`config.mk`:
```
export PLATFORM = sky130hd
export DESIGN_NAME = pin_event_bank
export DESIGN_NICKNAME = d
export VERILOG_FILES = /design/src/rtl/pin_event_pkg.sv /design/src/rtl/pin_filter.sv /design/src/rtl/pin_event_datapath.sv /design/src/rtl/pin_event_ctrl.sv /design/src/rtl/pin_event_bank.sv
export SDC_FILE = /design/constraint.sdc
export NUM_CORES = 1
export LEC_CHECK = 0
export BUFFER_PORTS_ARGS = -buffer_cell sky130_fd_sc_hd__buf_2
export CAP_MARGIN = 20
export CORE_MARGIN = 2
export CORE_UTILIZATION = 45
export CTS_BUF_LIST = sky130_fd_sc_hd__clkbuf_8
export DETAILED_ROUTE_END_ITERATION = 16
export PLACE_DENSITY = 0.66
export SKIP_CTS_REPAIR_TIMING = 1
export SLEW_MARGIN = 20
export SYNTH_ARGS = -nofsm -noshare
export SYNTH_HDL_FRONTEND = slang
export SYNTH_SLANG_ARGS = --single-unit
```
`constraint.sdc`:
```
create_clock -name clk -period 6 [get_ports clk]
set_input_delay 1.2 -clock clk [delete_from_list [all_inputs] [get_ports clk]]
set_output_delay 1.2 -clock clk [all_outputs]
set_load 0.05 [all_outputs]
```
`src/rtl/pin_event_pkg.sv`:
```
package pin_event_pkg;
  localparam int DATA_W = 32;
  localparam int RATE_W = 3;

  // Register byte offsets
  localparam int OFS_STATUS  = 'h00;
  localparam int OFS_MASKSET = 'h04;
  localparam int OFS_MASKCLR = 'h08;
  localparam int OFS_LEVEL   = 'h0C;
  localparam int CFG_BASE    = 'h40;

  typedef enum logic [1:0] {
    TRIG_OFF  = 2'd0,
    TRIG_RISE = 2'd1,
    TRIG_FALL = 2'd2,
    TRIG_ANY  = 2'd3
  } trig_e;

  // bits [1:0] trigger, bit 2 debounce enable, bits [5:3] rate
  typedef struct packed {
    logic [RATE_W-1:0] rate;
    logic              dbEn;
    trig_e             trig;
  } pin_cfg_t;

  localparam int CFG_W = $bits(pin_cfg_t);

  typedef struct packed {
    logic clrStatus;
    logic setMask;
    logic clrMask;
    logic wrCfg;
  } reg_strobe_t;
endpackage

```
`src/rtl/pin_filter.sv`:
```
module pin_filter
  import pin_event_pkg::*;
#(
  parameter int RW = RATE_W
) (
  input  logic          clk,
  input  logic          rstN,
  input  logic          tick,
  input  logic          rawIn,
  input  logic          dbEn,
  input  logic [RW-1:0] rate,
  output logic          level,
  output logic          levelNext
);
  localparam int CNT_W = 1 << RW;

  logic [CNT_W-1:0] cntQ, cntNext, lastCnt;
  logic             levelQ;

  assign lastCnt = (CNT_W'(1) << rate) - CNT_W'(1);

  always_comb begin
    levelNext = levelQ;
    cntNext   = cntQ;
    if (!dbEn) begin
      levelNext = rawIn;
      cntNext   = '0;
    end else if (rawIn == levelQ) begin
      cntNext = '0;
    end else if (tick) begin
      if (cntQ == lastCnt) begin
        levelNext = rawIn;
        cntNext   = '0;
      end else begin
        cntNext = cntQ + CNT_W'(1);
      end
    end
  end

  always_ff @(posedge clk) begin
    if (!rstN) begin
      levelQ <= 1'b0;
      cntQ   <= '0;
    end else begin
      levelQ <= levelNext;
      cntQ   <= cntNext;
    end
  end

  assign level = levelQ;
endmodule

```
`src/rtl/pin_event_datapath.sv`:
```
module pin_event_datapath
  import pin_event_pkg::*;
#(
  parameter int NUM_PINS = 32,
  localparam int IDX_W = $clog2(NUM_PINS)
) (
  input  logic                clk,
  input  logic                rstN,
  input  logic                tick,
  input  logic [NUM_PINS-1:0] pinIn,
  input  reg_strobe_t         strobe,
  input  logic [IDX_W-1:0]    cfgIdx,
  input  logic [DATA_W-1:0]   wrData,
  output logic [NUM_PINS-1:0] statusQ,
  output logic [NUM_PINS-1:0] maskQ,
  output logic [NUM_PINS-1:0] levels,
  output pin_cfg_t            selCfg,
  output logic                irq
);
  pin_cfg_t            cfgQ [NUM_PINS];
  logic [NUM_PINS-1:0] evt;
  logic [NUM_PINS-1:0] wrBits;

  assign wrBits = wrData[NUM_PINS-1:0];

  for (genvar i = 0; i < NUM_PINS; i++) begin : g_pin
    logic lvl, lvlNext, changed;

    always_ff @(posedge clk) begin
      if (!rstN) begin
        cfgQ[i] <= '0;
      end else if (strobe.wrCfg && cfgIdx == IDX_W'(i)) begin
        cfgQ[i] <= pin_cfg_t'(wrData[CFG_W-1:0]);
      end
    end

    pin_filter #(.RW(RATE_W)) u_filt (
      .clk      (clk),
      .rstN     (rstN),
      .tick     (tick),
      .rawIn    (pinIn[i]),
      .dbEn     (cfgQ[i].dbEn),
      .rate     (cfgQ[i].rate),
      .level    (lvl),
      .levelNext(lvlNext)
    );

    assign changed   = lvl ^ lvlNext;
    assign levels[i] = lvl;

    always_comb begin
      unique case (cfgQ[i].trig)
        TRIG_RISE: evt[i] = changed & lvlNext;
        TRIG_FALL: evt[i] = changed & ~lvlNext;
        TRIG_ANY:  evt[i] = changed;
        default:   evt[i] = 1'b0;
      endcase
    end
  end

  always_ff @(posedge clk) begin
    if (!rstN) begin
      statusQ <= '0;
      maskQ   <= '1;
    end else begin
      statusQ <= (statusQ & ~(strobe.clrStatus ? wrBits : '0)) | evt;
      if (strobe.setMask) maskQ <= maskQ | wrBits;
      else if (strobe.clrMask) maskQ <= maskQ & ~wrBits;
    end
  end

  assign selCfg = cfgQ[cfgIdx];
  assign irq    = |(statusQ & ~maskQ);
endmodule

```
`src/rtl/pin_event_ctrl.sv`:
```
module pin_event_ctrl
  import pin_event_pkg::*;
#(
  parameter int NUM_PINS = 32,
  parameter int ADDR_W   = 8,
  localparam int IDX_W = $clog2(NUM_PINS)
) (
  input  logic                wrEn,
  input  logic [ADDR_W-1:0]   addr,
  input  logic [NUM_PINS-1:0] statusQ,
  input  logic [NUM_PINS-1:0] maskQ,
  input  logic [NUM_PINS-1:0] levels,
  input  pin_cfg_t            selCfg,
  output reg_strobe_t         strobe,
  output logic [IDX_W-1:0]    cfgIdx,
  output logic [DATA_W-1:0]   rdData
);
  logic [ADDR_W-1:0] cfgOff;
  logic              inCfg;

  assign cfgOff = addr - ADDR_W'(CFG_BASE);
  assign cfgIdx = cfgOff[IDX_W+1:2];
  assign inCfg  = (int'(addr) >= CFG_BASE) && (int'(cfgOff >> 2) < NUM_PINS)
                  && (addr[1:0] == 2'b00);

  always_comb begin
    strobe.clrStatus = wrEn && (addr == ADDR_W'(OFS_STATUS));
    strobe.setMask   = wrEn && (addr == ADDR_W'(OFS_MASKSET));
    strobe.clrMask   = wrEn && (addr == ADDR_W'(OFS_MASKCLR));
    strobe.wrCfg     = wrEn && inCfg;
  end

  always_comb begin
    rdData = '0;
    if (inCfg) begin
      rdData[CFG_W-1:0] = selCfg;
    end else begin
      case (int'(addr))
        OFS_STATUS:  rdData[NUM_PINS-1:0] = statusQ;
        OFS_MASKSET,
        OFS_MASKCLR: rdData[NUM_PINS-1:0] = maskQ;
        OFS_LEVEL:   rdData[NUM_PINS-1:0] = levels;
        default:     rdData = '0;
      endcase
    end
  end
endmodule

```
`src/rtl/pin_event_bank.sv`:
```
module pin_event_bank
  import pin_event_pkg::*;
#(
  parameter int NUM_PINS = 32,
  parameter int ADDR_W   = 8
) (
  input  logic                clk,
  input  logic                rstN,
  input  logic                tick,
  input  logic [NUM_PINS-1:0] pinIn,
  input  logic                wrEn,
  input  logic [ADDR_W-1:0]   addr,
  input  logic [DATA_W-1:0]   wrData,
  output logic [DATA_W-1:0]   rdData,
  output logic                irq
);
  localparam int IDX_W = $clog2(NUM_PINS);

  reg_strobe_t         strobe;
  logic [IDX_W-1:0]    cfgIdx;
  logic [NUM_PINS-1:0] statusQ, maskQ, levels;
  pin_cfg_t            selCfg;

  pin_event_ctrl #(.NUM_PINS(NUM_PINS), .ADDR_W(ADDR_W)) u_ctrl (
    .wrEn   (wrEn),
    .addr   (addr),
    .statusQ(statusQ),
    .maskQ  (maskQ),
    .levels (levels),
    .selCfg (selCfg),
    .strobe (strobe),
    .cfgIdx (cfgIdx),
    .rdData (rdData)
  );

  pin_event_datapath #(.NUM_PINS(NUM_PINS)) u_dp (
    .clk    (clk),
    .rstN   (rstN),
    .tick   (tick),
    .pinIn  (pinIn),
    .strobe (strobe),
    .cfgIdx (cfgIdx),
    .wrData (wrData),
    .statusQ(statusQ),
    .maskQ  (maskQ),
    .levels (levels),
    .selCfg (selCfg),
    .irq    (irq)
  );
endmodule

```
==> results.py <==
metrics = {
    "layout": {
        "final_cell_mix": "nor2_1 (418), dfxtp_1 (352), nand2_1 (272)",
        "finalInstanceArea_um2": 38000,
        "final_common_cell": "nor2_1",
        "synthToLayoutAreaGrowth_pct": 9.26,
        "drive_above_1_share": 0.0982,
        "fin_nets": 4133,
        "finish.utilization": 0.494,
    },
    "logic_synthesis": {
        "syn-mean-instance-area_um2": 8.94,
        "synth_fp_nets": 4130,
        "synth_area_um2": 34800,
        "synth.distinct_cells": 87,
        "synth-seq-cells": 544,
        "synthTopCellsByArea": "dfxtp_1 (20%), edfxtp_1 (17%), xor2_1 (6.6%)",
        "yosysWarnings": 0,
        "async_flop_share": 0,
        "synth_flop_cell": "dfxtp_1",
        "synth_top_area_cell": "dfxtp_1",
        "yosysTopAreaCellShare": 0.202,
        "synth_cells": 3893,
        "synth_edf_count": 192,
        "ys_seq_area_frac": 0.368,
    },
    "grt": {
        "track_usage": 0.257,
        "grt_pass1_wl_um": 159000,
        "grt_max_degree": 94,
        "antenna_found_initial": 9,
        "grt_pass1_vias": 27354,
        "gr-total-overflow": 0,
    },
    "drt": {
        "dr.pass1.iters": 8,
        "drt-total-wl_um": 103000,
        "vias": 29579,
        "ant_nets": 0,
        "drt_iter0_drc": 2846,
        "viasPerCell": 5.88,
        "drc": 0,
        "wire_per_inst_um": 20.6,
    },
    "clocking": {
        "clk_pin_slew_worst_paths_ns": 0.06,
        "clock-sinks": 544,
        "clock_path_buffers": 3,
        "h-tree-depth": 3,
        "numCtsBuffers": 100,
        "cts_root_buf": "clkbuf_8",
        "cts_tree": "built",
        "clock_latency_ns": 0.73,
    },
    "timing": {
        "fmax_mhz": 188,
        "final_critical_path_setup_slack_ns": 0.668,
        "hold_violations": 0,
        "slew_viol_final": 0,
        "setup_violations": 0,
        "worstMarginPinSlew_ns": 1.04,
        "rsz0062_at_grt": "false",
        "fin_skew_ns": 0.0271,
        "period_share": 0.889,
        "post-route-min-period_ns": 5.33,
        "setup_tns_ns": 0,
        "slew_headroom": 0.305,
    },
    "placement": {
        "dpl-instance-area_um2": 36000,
        "dp_slack_ns": 0.851,
        "dp_hpwl_um": 75800,
        "port_buffers": 108,
        "routabilityCongestion": 0.968,
    },
    "worst_setup_path": {
        "worstPathArrival_ns": 4.13,
        "path_class": "in -> out",
        "startpoint_type": "primary input",
        "cp_max_fo": 25,
        "required_ns": 4.80,
        "setup.worst_path.end_class": "output port",
    },
    "die": {
        "die_w_um": 282,
        "rows": 102,
        "die_h_um": 282,
        "die-area_um2": 79600,
        "num_io_pins": 109,
        "initial_utilization": 0.452,
        "coreArea_um2": 77100,
    },
    "flow_run": {
        "timing.max_cap.violations": 0,
    },
    "min_path": {
        "worstHoldPathType": "reg -> reg",
    },
    "status": {
        "outcome": "finished, final reports clean",
    },
    "power": {
        "p_leak_nw": 14.6,
        "p_per_area_nw_per_um2": 230,
        "ir_drop_uv": 152,
    },
}
## layer usage
layer | GRT usage | vias up | part of all wire
met5 | 0 | - | 0.00076
met4 | 0.101 | 12 | 0.040
met3 | 0.0651 | 267 | 0.10
met2 | 0.403 | 1200 | 0.44
met1 | 0.340 | 14072 | 0.41
li1 | - | 14028 | -
## cell families after synthesis
kind of cell    synth area share
xor+xnor                   0.103
flops                      0.368
buf+inv                   0.0465
mux                       0.0540
compound gates             0.134
simple gates               0.236
fa+ha+maj                 0.0578
## critical path: stages
cell and delay (ns):
buf_2 0.47, nor2b_1 0.43, o21ai_0 0.24, nor2_4 0.81, a222oi_1 0.21, o22ai_1 0.41, buf_2 0.35
## where the power goes
part | total, mW | leakage, nW | switching [mW] | internal, mW
clock network | 3.59 | 1.19 | 1.67 | 1.92
logic | 0.961 | 8.77 | 0.549 | 0.412
registers | 4.18 | 4.67 | 0.255 | 3.92
## cell usage after synthesis, types with 20 or more instances
| cell type | number |
|---|---|
| nor3_1 | 78 |
| o21ai_0 | 127 |
| mux4_2 | 60 |
| nand4_1 | 99 |
| nand3b_1 | 53 |
| buf_2 | 25 |
| nand3_1 | 127 |
| a221o_1 | 39 |
| o21bai_1 | 23 |
| or3_1 | 39 |
| xnor2_1 | 149 |
| or3b_2 | 22 |
| nor4_1 | 31 |
| clkbuf_1 | 184 |
| a222oi_1 | 32 |
| a31oi_1 | 25 |
| nor2b_1 | 42 |
| edfxtp_1 | 192 |
| nand2b_1 | 44 |
| a21oi_1 | 125 |
| mux2i_1 | 53 |
| dfxtp_1 | 352 |
| and4_1 | 20 |
| xor2_1 | 262 |
| a21o_1 | 27 |
| nand2_1 | 272 |
| o22ai_1 | 33 |
| and3_1 | 141 |
| nor2_1 | 424 |
| and2_1 | 123 |
| ha_1 | 161 |
| inv_1 | 192 |
## worst paths after layout
check                               start                           end  slack, ns  cells past startpoint
max                               addr[3]                     rdData[4]       0.67                      7
min          u_dp.g_pin[7].u_filt.cntQ[7]  u_dp.g_pin[7].u_filt.cntQ[7]       0.52                      2
max reg2reg              u_dp.cfgQ[13][5]              u_dp.statusQ[13]       2.50                      9
min reg2reg  u_dp.g_pin[7].u_filt.cntQ[7]  u_dp.g_pin[7].u_filt.cntQ[7]       0.52                      2
## cell type report
| class | count | area [µm²] |
|---|---|---|
| timing repair buffer | 129 | 742 |
| inverter | 195 | 733 |
| tap | 1040 | 1300 |
| clock buffer | 111 | 1530 |
| fill | 7371 | 39000 |
| clock inverter | 77 | 483 |
| sequential | 544 | 12800 |
| antenna | 7 | 17.5 |
| multi-input combinational | 2926 | 20400 |
## metrics by stage
| step | total power, mW | instances | hold slack (ns) |
|---|---|---|---|
| 2_1_floorplan | 4.85 | 3893 | 0.456 |
| 3_3_place_gp | 5.18 | 4833 | 0.492 |
| 3_5_place_dp | 5.19 | 4833 | 0.501 |
| 4_1_cts | 8.78 | 5021 | 0.515 |
| 5_1_grt | 9.09 | 5024 | 0.545 |
| 6_report | 8.73 | 5029 | 0.515 |
## registers in the layout (all words and copies together), names as in the netlist, named ones only
signal,count
u_dp.g_pin.u_filt.cntQ,256
u_dp.cfgQ,192
u_dp.g_pin.u_filt.level,32
u_dp.statusQ,32
Note: power is estimated with default switching activity, not from simulation.
